[src/rtl/smb_pkg.sv]
package smb_pkg;

    typedef enum logic [3:0] {
        ST_IDLE,
        ST_DEV,
        ST_DEV_ACK,
        ST_PTR,
        ST_PTR_ACK,
        ST_WR,
        ST_WR_ACK,
        ST_RD,
        ST_RD_ACK,
        ST_SKIP
    } smb_state_e;

    typedef struct packed {
        smb_state_e  st;
        logic [7:0]  sh;
        logic [3:0]  cnt;
        logic [7:0]  ptr;
        logic        oe;
        logic        rd_mode;
        logic        go_on;
        logic        scl_p;
        logic        sda_p;
    } smb_ctx_t;

    function automatic logic [7:0] cfg_default(int idx);
        return 8'h30 + 8'(idx);
    endfunction

endpackage

[src/rtl/smb_sync.sv]
module smb_sync #(
    parameter int           W       = 3,
    parameter int           STAGES  = 2,
    parameter logic [W-1:0] RST_VAL = '0
) (
    input  logic         clk,
    input  logic         rst_n,
    input  logic [W-1:0] d,
    output logic [W-1:0] q
);
    logic [W-1:0] stg_q [STAGES];

    always_ff @(posedge clk or negedge rst_n) begin
        if (!rst_n) begin
            for (int i = 0; i < STAGES; i++) stg_q[i] <= RST_VAL;
        end else begin
            stg_q[0] <= d;
            for (int i = 1; i < STAGES; i++) stg_q[i] <= stg_q[i-1];
        end
    end

    assign q = stg_q[STAGES-1];
endmodule

[src/rtl/smb_regfile.sv]
module smb_regfile
    import smb_pkg::*;
#(
    parameter int         NCFG     = 4,
    parameter logic [6:0] ADDR_RST = 7'h58
) (
    input  logic            clk,
    input  logic            rst_n,
    input  logic            wr_en,
    input  logic [7:0]      wr_addr,
    input  logic [7:0]      wr_data,
    input  logic [7:0]      rd_addr,
    input  logic [7:0]      status_in,
    output logic [7:0]      rd_data,
    output logic [6:0]      dev_addr,
    output logic [NCFG*8-1:0] cfg_o
);
    localparam logic [7:0] A_DEV    = 8'h00;
    localparam logic [7:0] A_CTRL   = 8'h01;
    localparam logic [7:0] A_STAT   = 8'h02;
    localparam int         CFG_BASE = 3;

    logic [6:0] dev_d, dev_q;
    logic [7:0] cfg_d [NCFG];
    logic [7:0] cfg_q [NCFG];

    always_comb begin
        dev_d = dev_q;
        cfg_d = cfg_q;
        if (wr_en) begin
            if (wr_addr == A_DEV) begin
                dev_d = wr_data[7:1];
            end else if (wr_addr == A_CTRL) begin
                if (wr_data[0]) begin
                    for (int i = 0; i < NCFG; i++) cfg_d[i] = cfg_default(i);
                end
            end else begin
                for (int i = 0; i < NCFG; i++) begin
                    if (wr_addr == 8'(CFG_BASE + i)) cfg_d[i] = wr_data;
                end
            end
        end
    end

    always_ff @(posedge clk or negedge rst_n) begin
        if (!rst_n) begin
            dev_q <= ADDR_RST;
            for (int i = 0; i < NCFG; i++) cfg_q[i] <= cfg_default(i);
        end else begin
            dev_q <= dev_d;
            cfg_q <= cfg_d;
        end
    end

    always_comb begin
        rd_data = 8'h00;
        if (rd_addr == A_DEV)  rd_data = {dev_q, 1'b0};
        if (rd_addr == A_STAT) rd_data = status_in;
        for (int i = 0; i < NCFG; i++) begin
            if (rd_addr == 8'(CFG_BASE + i)) rd_data = cfg_q[i];
        end
    end

    assign dev_addr = dev_q;

    for (genvar g = 0; g < NCFG; g++) begin : g_pack
        assign cfg_o[g*8 +: 8] = cfg_q[g];
    end
endmodule

[src/rtl/smb_cfg_slave.sv]
module smb_cfg_slave
    import smb_pkg::*;
#(
    parameter int         NCFG        = 4,
    parameter logic [6:0] ADDR_RST    = 7'h58,
    parameter int         SYNC_STAGES = 2
) (
    input  logic              clk,
    input  logic              rst_n,
    input  logic              cs,
    input  logic              scl_in,
    input  logic              sda_in,
    output logic              sda_oe,
    input  logic [7:0]        status_in,
    output logic [NCFG*8-1:0] cfg_o
);
    localparam logic [3:0] BITS = 4'd8;

    logic [2:0] pins_s;
    logic       scl_s, sda_s, cs_s;
    logic       ev_start, ev_stop, ev_rise, ev_fall;
    logic       wr_en;
    logic [7:0] wr_addr, wr_data, rd_data;
    logic [6:0] dev_addr;
    smb_ctx_t   c_d, c_q;

    smb_sync #(.W(3), .STAGES(SYNC_STAGES), .RST_VAL(3'b011)) u_sync (
        .clk  (clk),
        .rst_n(rst_n),
        .d    ({cs, sda_in, scl_in}),
        .q    (pins_s)
    );
    assign {cs_s, sda_s, scl_s} = pins_s;

    assign ev_start = scl_s &  c_q.scl_p &  c_q.sda_p & ~sda_s;
    assign ev_stop  = scl_s &  c_q.scl_p & ~c_q.sda_p &  sda_s;
    assign ev_rise  = scl_s & ~c_q.scl_p;
    assign ev_fall  = ~scl_s & c_q.scl_p;

    always_comb begin
        c_d       = c_q;
        c_d.scl_p = scl_s;
        c_d.sda_p = sda_s;
        wr_en     = 1'b0;
        wr_addr   = c_q.ptr;
        wr_data   = c_q.sh;
        if (!cs_s) begin
            c_d.st  = ST_IDLE;
            c_d.oe  = 1'b0;
            c_d.cnt = '0;
        end else if (ev_start) begin
            c_d.st  = ST_DEV;
            c_d.oe  = 1'b0;
            c_d.cnt = '0;
        end else if (ev_stop) begin
            c_d.st  = ST_IDLE;
            c_d.oe  = 1'b0;
        end else begin
            case (c_q.st)
                ST_DEV, ST_PTR, ST_WR: begin
                    if (ev_rise) begin
                        c_d.sh  = {c_q.sh[6:0], sda_s};
                        c_d.cnt = c_q.cnt + 4'd1;
                    end else if (ev_fall && c_q.cnt == BITS) begin
                        c_d.cnt = '0;
                        if (c_q.st == ST_DEV) begin
                            if (c_q.sh[7:1] == dev_addr) begin
                                c_d.oe      = 1'b1;
                                c_d.rd_mode = c_q.sh[0];
                                c_d.st      = ST_DEV_ACK;
                            end else begin
                                c_d.st = ST_SKIP;
                            end
                        end else if (c_q.st == ST_PTR) begin
                            c_d.ptr = c_q.sh;
                            c_d.oe  = 1'b1;
                            c_d.st  = ST_PTR_ACK;
                        end else begin
                            wr_en   = 1'b1;
                            c_d.ptr = c_q.ptr + 8'd1;
                            c_d.oe  = 1'b1;
                            c_d.st  = ST_WR_ACK;
                        end
                    end
                end
                ST_DEV_ACK: begin
                    if (ev_fall) begin
                        if (c_q.rd_mode) begin
                            c_d.sh  = rd_data;
                            c_d.oe  = ~rd_data[7];
                            c_d.cnt = '0;
                            c_d.st  = ST_RD;
                        end else begin
                            c_d.oe = 1'b0;
                            c_d.st = ST_PTR;
                        end
                    end
                end
                ST_PTR_ACK, ST_WR_ACK: begin
                    if (ev_fall) begin
                        c_d.oe = 1'b0;
                        c_d.st = ST_WR;
                    end
                end
                ST_RD: begin
                    if (ev_rise) begin
                        c_d.cnt = c_q.cnt + 4'd1;
                    end else if (ev_fall) begin
                        if (c_q.cnt == BITS) begin
                            c_d.oe = 1'b0;
                            c_d.st = ST_RD_ACK;
                        end else begin
                            c_d.sh = {c_q.sh[6:0], 1'b0};
                            c_d.oe = ~c_q.sh[6];
                        end
                    end
                end
                ST_RD_ACK: begin
                    if (ev_rise) begin
                        c_d.go_on = ~sda_s;
                        if (!sda_s) c_d.ptr = c_q.ptr + 8'd1;
                    end else if (ev_fall) begin
                        if (c_q.go_on) begin
                            c_d.sh  = rd_data;
                            c_d.oe  = ~rd_data[7];
                            c_d.cnt = '0;
                            c_d.st  = ST_RD;
                        end else begin
                            c_d.st = ST_SKIP;
                        end
                    end
                end
                default: ;
            endcase
        end
    end

    always_ff @(posedge clk or negedge rst_n) begin
        if (!rst_n) begin
            c_q       <= '0;
            c_q.st    <= ST_IDLE;
            c_q.scl_p <= 1'b1;
            c_q.sda_p <= 1'b1;
        end else begin
            c_q <= c_d;
        end
    end

    assign sda_oe = c_q.oe;

    smb_regfile #(.NCFG(NCFG), .ADDR_RST(ADDR_RST)) u_regs (
        .clk      (clk),
        .rst_n    (rst_n),
        .wr_en    (wr_en),
        .wr_addr  (wr_addr),
        .wr_data  (wr_data),
        .rd_addr  (c_q.ptr),
        .status_in(status_in),
        .rd_data  (rd_data),
        .dev_addr (dev_addr),
        .cfg_o    (cfg_o)
    );
endmodule

[config.mk]
export PLATFORM = sky130hd
export DESIGN_NAME = smb_cfg_slave
export DESIGN_NICKNAME = d
export VERILOG_FILES = /design/src/rtl/smb_pkg.sv /design/src/rtl/smb_sync.sv /design/src/rtl/smb_regfile.sv /design/src/rtl/smb_cfg_slave.sv
export SDC_FILE = /design/constraint.sdc
export NUM_CORES = 1
export LEC_CHECK = 0
export ABC_AREA = 1
export BUFFER_PORTS_ARGS = -buffer_cell sky130_fd_sc_hd__buf_2
export CORE_UTILIZATION = 50
export CTS_BUF_LIST = sky130_fd_sc_hd__clkbuf_2
export DETAILED_ROUTE_END_ITERATION = 8
export PLACE_DENSITY_LB_ADDON = 0.05
export SYNTH_ARGS = -nofsm -noshare
export SYNTH_HDL_FRONTEND = slang
export SYNTH_SLANG_ARGS = --single-unit
[constraint.sdc]
create_clock -name clk -period 1.9 [get_ports clk]
set_clock_uncertainty 0.15 [all_clocks]
set_input_delay 0.38 -clock clk [delete_from_list [all_inputs] [get_ports clk]]
set_output_delay 0.38 -clock clk [all_outputs]
set_load 0.005 [all_outputs]
==> results.yml, run 1 <==
synth:
  ys_seq_area_frac: 0.4232
  synth_flop_cell: "dfrtp_1"
  synth_top_area_frac: 0.2988
  synth_top_family_by_area: "simple AND/OR/NAND/NOR gates"
  synth_enable_flop_cells: 0
  ys_ff_latch: 74
  yosysUniqueCellTypes: 34
  synth.area.mux_share: 0
  yosysWarningCount: 0
  async_flop_share: 1.000
  ys_top_cells_by_count: "nand2_1 (172), inv_1 (67), nor2_1 (54)"
  synth_compound_area_frac: 0.1238
  yosysTopAreaCell: "dfrtp_1"
  synth_area_leaders: "dfrtp_1 (30%), nand2_1 (15%), dfstp_2 (12%), nand3_1 (5.8%), inv_1 (5.7%)"
  yosysMostFrequentCell: "nand2_1"
  synthSimpleGateAreaFrac: 0.3268
  netlist_area_um2: 4438
  syn-instance-count: 607
  synth-xor-area-share: 0.02763
  avgSynthCellArea_um2: 7.311
  synth_fp_nets: 626
  synthAdderAreaFrac: 0.01692
power_and_ir_drop:
  p_clk_frac: 0.174
  seq_power_share: 0.364
  p_int_uw: 2953
  swShare: 0.4404
  switching_power_uw: 2324
  power.density_nw_per_um2: 812.3
  p_leak_uw: 0.003268
  pwr-share-comb: 0.463
  vdd_drop_max_mv: 0.6225
clocking:
  h-tree-depth: 3
  numCtsBuffers: 9
  clock_latency_ns: 0.56
  cts_tree: "yes"
  cts_buffer_depth: 2
  cts_sinks: 74
  clockRootBuffer: "clkbuf_2"
  cts.clk_slew.worst_paths_ns: 0.28
placement:
  place_ws_ns: -0.1346
  gp_congestion: 0.9189
  dpl.hpwl_um: 9820
  io_buffers: 45
timing:
  hold_ws_ns: 0.08492
  clock.fmax_mhz: 476.2
  tightest_slew_ns: 0.3991
  hold_violations: 0
  tns_ns: -6.055
  rsz0062_at_grt: "yes"
  fin_crit_ns: 2.100
  relSlewSlack: 0.7339
  slew_violations: 0
  fin_ws_ns: -0.2000
  final.period_utilization: 1.105
  setup_viol: 49
detailed_routing:
  wl_um: 14820
  via_per_inst: 5.534
  vias: 4864
  route.detailed.drc: 0
  drt_iter0_markers: 368
  drt-wirelength-per-cell_um: 16.86
  ant_nets: 0
  firstDrtPassIters: 7
hold_path:
  holdCritPathClass: "input port to asynchronous set/reset pin"
finish:
  layout-drive-gt1-share: 0.4488
  layout.nets: 785
  antenna_cells: 0
  postLayoutCoreUtil: 0.7524
  area_growth_syn_to_layout_pct: 46.41
floorplan:
  rows: 34
  die_area_um2: 9256
  die-width_um: 96.21
  start_util: 0.5139
  coreArea_um2: 8636
  die_y_um: 96.21
  io-pin-count: 46
global_route:
  grt_max_degree: 33
  grt.busiest_layer: "met2"
  overflow: 0
  use_met1: 0.4422
  grtUsageMet3: 0.06635
  met2_usage: 0.5083
  grt_antenna_before_repair: 0
  grt_pass1_vias: 4461
  grt_pass1_wl_um: 22300
  track_usage: 0.3258
status:
  run_status: "complete, but fails checks"
  violations: "setup timing"
critical_path:
  crit_type: "flop to flop"
  slowest_delay_ns: 0.47
  worst_r2r_path_depth: 11
  cpMaxStageDelayCell: "dfrtp_1"
  endpoint_kind: "flop"
  cp_num_buf_inv: 4
  worstPathMaxFanout: 8
  cp.required_ns: 2.22
  crit_arrival_ns: 2.42
  cp_top_family: "simple AND/OR/NAND/NOR gates"
  startpoint_type: "flop"
  path_depth: 11
  crit_chain: "buf_6, ha_4, inv_1, nor2_1, nand2_2, buf_6, buf_12, a21oi_4, nand2_8, nand2_2, o21ai_1"
run:
  maxCapViolCount: 0
flip-flops by register name (all words and copies together), names as in the netlist:
signal	count
sda_oe	1
u_sync.stg_q	3
wr_data	8
wr_addr	8
u_regs.dev_addr	7
u_regs.cfg_o	32
c_q	12
u_sync.q	3
area by class of cell:
cell class              instances  area [um^2]
clock inverters                 7        68.82
flip-flops and latches         74         1882
inverters                      72        281.5
fillers                       649         2138
well taps                     108        135.1
multi-input cells             453         2855
clock buffers                   9        45.04
repair buffers                156         1230
power by group through the flow:
| stage | combinational, uW | sequential, uW | clock [uW] |
|---|---|---|---|
| global route | 2650 | 1930 | 987 |
| detailed placement | 1910 | 1920 | 0 |
| global placement | 1870 | 1910 | 0 |
| floorplan | 1060 | 1890 | 0 |
| CTS | 2160 | 1900 | 926 |
| finish | 2440 | 1920 | 916 |
through the flow:
step | power (uW) | instances | instance area (um^2)
finish | 5278 | 879 | 6497
global route | 5573 | 879 | 6497
CTS | 4985 | 868 | 6045
detailed placement | 3825 | 832 | 5420
global placement | 3784 | 832 | 5420
floorplan | 2946 | 607 | 4449
path summary, 6_finish.rpt:
check,start,endpoint,slack (ns)
min reg2reg,u_sync.stg_q[3],u_sync.q[0],0.21
max in group asynchronous,rst_n,u_regs.cfg_o[8],0.89
min,rst_n,u_regs.cfg_o[31],0.08
max reg2reg,wr_addr[0],u_regs.cfg_o[1],-0.20
max,wr_addr[0],u_regs.cfg_o[1],-0.20
min in group clk,status_in[0],wr_data[0],0.18
kinds of logic after synthesis:
| family | after synthesis |
|---|---|
| DFF | 74 |
| xor gates and xnor gates | 14 |
| AOI/OAI and AO/OA | 104 |
| adders and majority gates | 6 |
| buffers and inverters | 85 |
| and+or+nand+nor | 324 |
repair_timing:
| item | CTS | global route |
|---|---|---|
| buffers inserted | 11 | 11 |
| hold buffers | 4 | 0 |
| gates resized for setup | 92 | 117 |
| endpoints found under the hold margin | 68 | 0 |
| cloned | 5 | 2 |
| pin swaps | 13 | 34 |
| setup endpoints to repair | 63 | 65 |
worst reg2reg max path: stages, from the launching register on:
cell	delay [ns]
dfrtp_1	0.47
buf_6	0.15
ha_4	0.14
inv_1	0.04
nor2_1	0.16
nand2_2	0.12
buf_6	0.16
buf_12	0.13
a21oi_4	0.24
nand2_8	0.12
nand2_2	0.07
o21ai_1	0.06
layer usage:
metal,part of all wire,vias to the layer above
met2,0.48,202
met3,0.068,36
met4,0.025,0
met5,0,-
met1,0.42,2326
li1,-,2300
layout by cell type (no fill, tap or decap), types with 6 or more instances in the layout:
cell type / count
nand2_1: 133
buf_4: 83
dfrtp_1: 50
inv_1: 48
nor2_1: 45
buf_2: 44
o21ai_1: 39
nand2_2: 35
o21ai_0: 28
nand3_1: 25
nand3_2: 21
dfstp_2: 21
inv_2: 20
buf_6: 17
o21ai_2: 16
nor3_1: 13
xor2_1: 11
nand2_4: 10
nor2_4: 9
a21oi_1: 9
clkbuf_2: 9
nand3b_1: 8
nor2_2: 7
buf_12: 7
nand4_1: 6
Note: power is estimated with default switching activity, not from simulation.
==> run 2, diff against run 1 <==
Settings changed: RECOVER_POWER set to 50.
==> results.yml, run 2 (synthesized netlist as in run 1, its figures left out) <==
global_route:
  track_usage: 0.3258
  grt_max_degree: 33
  grt_antenna_before_repair: 0
  overflow: 0
  grt_pass1_wl_um: 22300
  grt_pass1_vias: 4461
critical_path:
  startpoint_type: "flop"
  crit_type: "flop to flop"
  endpoint_kind: "flop"
  crit_arrival_ns: 2.43
  cpMaxStageDelayCell: "dfrtp_1"
  cp.required_ns: 2.22
  slowest_delay_ns: 0.47
  worstPathMaxFanout: 8
  crit_chain: "buf_6, ha_4, inv_1, nor2_1, nand2_2, buf_6, buf_12, a21oi_4, nand2_8, nand2_2, o21ai_1"
timing:
  fin_ws_ns: -0.2060
  tns_ns: -6.125
  rsz0062_at_grt: "yes"
  fin_crit_ns: 2.106
  slew_violations: 0
  hold_violations: 0
  setup_viol: 49
  tightest_slew_ns: 0.7784
  hold_ws_ns: 0.1877
  clock.fmax_mhz: 474.8
  final.period_utilization: 1.108
  relSlewSlack: 0.4810
floorplan:
  die_area_um2: 9256
  start_util: 0.5139
  rows: 34
  io-pin-count: 46
  coreArea_um2: 8636
  die_y_um: 96.21
  die-width_um: 96.21
placement:
  io_buffers: 45
  dpl.hpwl_um: 9820
  gp_congestion: 0.9189
  placed_cell_area_um2: 5420
  dp.cells: 832
  place_ws_ns: -0.1346
power_and_ir_drop:
  seq_power_share: 0.363
  pwr-share-comb: 0.462
  swShare: 0.4406
  power.density_nw_per_um2: 812.8
  p_int_uw: 2953
  p_clk_frac: 0.174
  switching_power_uw: 2326
  vdd_drop_max_mv: 0.6227
  p_leak_uw: 0.003267
finish:
  finalInstanceArea_um2: 6495
  stdcell_count: 879
  final_cell_mix: "nand2_1 (133), buf_4 (82), dfrtp_1 (50)"
  antenna_cells: 0
  area_growth_syn_to_layout_pct: 46.35
  layout-drive-gt1-share: 0.4488
  layout.nets: 785
  fill_cells: 648
  final_common_cell: "nand2_1"
  largest_register_ffs: 32
run:
  maxCapViolCount: 0
hold_path:
  holdCritPathClass: "input port to flop"
detailed_routing:
  drt-wirelength-per-cell_um: 16.89
  drt_iter0_markers: 368
  via_per_inst: 5.531
  ant_nets: 0
  vias: 4862
  wl_um: 14850
  route.detailed.drc: 0
  firstDrtPassIters: 6
clocking:
  cts_sinks: 74
  cts.clk_slew.worst_paths_ns: 0.28
  clock_latency_ns: 0.56
  h-tree-depth: 3
  cts_buffer_depth: 2
  cts_tree: "yes"
  numCtsBuffers: 9
  clockRootBuffer: "clkbuf_2"
status:
  run_status: "complete, but fails checks"
  violations: "setup timing"
run 2: changes by cell type in the layout (fill, tap and decap cells not counted):
cell	change
buf_4	-1
clkbuf_2	+1
run 2: layout make-up:
type,instances,area (um^2),share of cell area
tap,108,135.1,0.02081
sequential,74,1882,0.2897
clock buffer,9,45.04,0.006935
clock inverter,7,68.82,0.01060
inverter,72,281.5,0.04334
multi-input combinational,453,2855,0.4396
timing repair buffer,156,1227,0.1890
run 2: what timing repair did:
item	CTS	global route
setup buffers	11	11
endpoints found under the setup margin	63	65
cloned	5	2
hold buffers	4	0
pin swaps	13	34
hold endpoints to repair	68	0
resized for setup	92	117
run 2: worst paths after layout:
check	from	end	slack, ns	depth (start not counted)
min	status_in[0]	wr_data[0]	0.19	7
max in group asynchronous	rst_n	u_regs.cfg_o[12]	0.60	3
min in group asynchronous	rst_n	u_regs.cfg_o[31]	0.23	2
max	wr_addr[0]	u_regs.cfg_o[1]	-0.21	11
max reg2reg	wr_addr[0]	u_regs.cfg_o[1]	-0.21	11
min reg2reg	u_sync.stg_q[3]	u_sync.q[0]	0.21	0
run 2: worst max-delay path: cells and delay by family, from the launching register on:
kind	cells	cell delay, ns
flops	1	0.47
compound gates	2	0.31
simple gates	4	0.48
fa+ha+maj	1	0.14
buf+inv	4	0.47
run 2: metal layers:
layer	wire, um	vias up	global-route usage
li1	-	2297	-
met1	6265	2319	0.4422
met2	7106	210	0.5083
met3	1075	36	0.06635
met4	399	0	0.1306
met5	0	-	0
run 2: power groups by stage:
stage          clock network (uW)  registers (uW)  logic, uW
6_report                      921            1920       2440
3_3_place_gp                    0            1910       1870
3_5_place_dp                    0            1920       1910
2_1_floorplan                   0            1890       1060
4_1_cts                       926            1900       2160
5_1_grt                       987            1930       2650
run 2: through the flow:
step                total power (uW)  utilization
detailed placement              3825       0.6276
CTS                             4985       0.6999
global placement                3784       0.6276
floorplan                       2946            -
finish                          5279       0.7521
global route                    5572       0.7521
==> run 3, diff against run 2 <==
Settings changed: CORE_ASPECT_RATIO set to 0.8, CORE_MARGIN set to 1.5.
==> results.yml, run 3 (synthesized netlist as in run 1, its figures left out) <==
timing:
  rsz0062_at_grt: "yes"
  clock.fmax_mhz: 486.6
  fin_ws_ns: -0.1551
  tightest_slew_ns: 0.8450
  hold_violations: 0
  setup_viol: 48
  final.period_utilization: 1.082
  fin_crit_ns: 2.055
  slew_violations: 0
  relSlewSlack: 0.4367
clocking:
  cts_tree: "yes"
  clockRootBuffer: "clkbuf_2"
  cts_buffer_depth: 2
  numCtsBuffers: 9
  cts_sinks: 74
  clock_latency_ns: 0.55
  cts.clk_slew.worst_paths_ns: 0.21
  h-tree-depth: 3
finish:
  layout-drive-gt1-share: 0.4286
  antenna_cells: 0
  largest_register_ffs: 32
  fill_cells: 679
  area_growth_syn_to_layout_pct: 43.70
  multi_input_area_um2: 2740
  ff_latch_area_um2: 1882
  final_common_cell: "nand2_1"
  layout.nets: 791
  postLayoutCoreUtil: 0.7452
  final_cell_mix: "nand2_1 (140), buf_4 (94), dfrtp_1 (50)"
placement:
  gp_congestion: 0.9069
  io_buffers: 45
  dpl.hpwl_um: 10370
floorplan:
  start_util: 0.5186
  die_area_um2: 9453
  io-pin-count: 46
  coreArea_um2: 8558
  rows: 30
  die-width_um: 108.3
  die_y_um: 87.27
detailed_routing:
  drt_iter0_markers: 385
  drt-wirelength-per-cell_um: 16.58
  via_per_inst: 5.467
  ant_nets: 0
  route.detailed.drc: 0
  vias: 4860
  firstDrtPassIters: 6
  wl_um: 14740
critical_path:
  endpoint_kind: "flop"
  crit_type: "flop to flop"
  cpMaxStageDelayCell: "dfrtp_1"
  crit_arrival_ns: 2.35
  rrSetupSlack_ns: -0.16
  cp.required_ns: 2.20
  cp_num_buf_inv: 2
  slowest_delay_ns: 0.44
  cp_top_family: "simple AND/OR/NAND/NOR gates"
  startpoint_type: "flop"
  worstPathMaxFanout: 8
  critPathMostFrequentCell: "nand2_4"
  crit_chain: "inv_2, ha_4, nand2_4, nor2_4, nand2_4, a211oi_4, nand2_2, a21oi_4, buf_12, nand2_8, nand2_1, o21ai_1"
power_and_ir_drop:
  power.density_nw_per_um2: 859.8
  power_uw: 5483
  p_leak_uw: 0.003263
  vdd_drop_max_mv: 0.5989
global_route:
  grt_pass1_wl_um: 22730
  grt_pass1_vias: 4475
  overflow: 0
  track_usage: 0.3175
  grt_antenna_before_repair: 0
  grt_max_degree: 41
status:
  run_status: "complete, but fails checks"
  violations: "setup timing"
run:
  maxCapViolCount: 0
hold_path:
  holdCritPathClass: "input port to flop"
[run 3: report_power, final]
part	switching, uW	internal, uW	total, uW
logic	1490	1030	2520
registers	188	1730	1920
clock network	598	446	1040
total	2280	3210	5480
[run 3: path summary, 6_finish.rpt]
check | startpoint | end | cells past startpoint
worst max-delay path | c_q[13] | u_regs.cfg_o[6] | 12
worst min-delay path | status_in[0] | wr_data[0] | 7
worst max register to register | c_q[13] | u_regs.cfg_o[6] | 12
worst min register to register | u_sync.stg_q[4] | u_sync.q[1] | 0
max in group asynchronous | rst_n | u_regs.cfg_o[21] | 3
min in group asynchronous | rst_n | wr_addr[0] | 2
[run 3: final cells by class]
type,instances,area share
clock buffers,10,0.007848
multi-input cells,453,0.4297
flip-flops and latches,74,0.2951
inverters,72,0.04395
repair buffers,161,0.1864
well taps,112,0.02197
clock inverters,6,0.01393
repair inverters,1,0.001177
[run 3: through the flow]
step | TNS [ns] | hold WS [ns] | worst slack (ns) | cells | cell area (um^2)
3_3_place_gp | -4.045 | 0.1072 | -0.1210 | 844 | 5473
2_1_floorplan | -2.932 | -0.06559 | -0.1282 | 607 | 4449
6_report | -4.780 | 0.2218 | -0.1551 | 889 | 6377
5_1_grt | -12.51 | 0.2112 | -0.2551 | 889 | 6377
4_1_cts | -3.792 | 0.03411 | -0.1319 | 876 | 5987
3_5_place_dp | -5.760 | 0.1087 | -0.1518 | 844 | 5473
[run 3: what timing repair did]
action                     in CTS  in global routing
pin swaps                      13                 25
hold endpoints to repair       57                  0
hold buffers                    4                  0
setup endpoints to repair      65                 65
resized for setup              64                110
cloned                          3                  5
buffers inserted               10                  9
[run 3: worst register-to-register path, cell delays in order (launching register included)]
cell and delay [ns]:
dfrtp_1 0.44, inv_2 0.09, ha_4 0.14, nand2_4 0.05, nor2_4 0.11, nand2_4 0.08, a211oi_4 0.20, nand2_2 0.11
a21oi_4 0.14, buf_12 0.20, nand2_8 0.12, nand2_1 0.08, o21ai_1 0.05
[run 3: routing by layer]
layer | up-vias | track usage | share of wire
met1 | 2341 | 0.4657 | 0.46
met2 | 188 | 0.4741 | 0.45
met5 | - | 0 | 0
met3 | 21 | 0.06881 | 0.078
li1 | 2310 | - | -
met4 | 0 | 0.08612 | 0.014
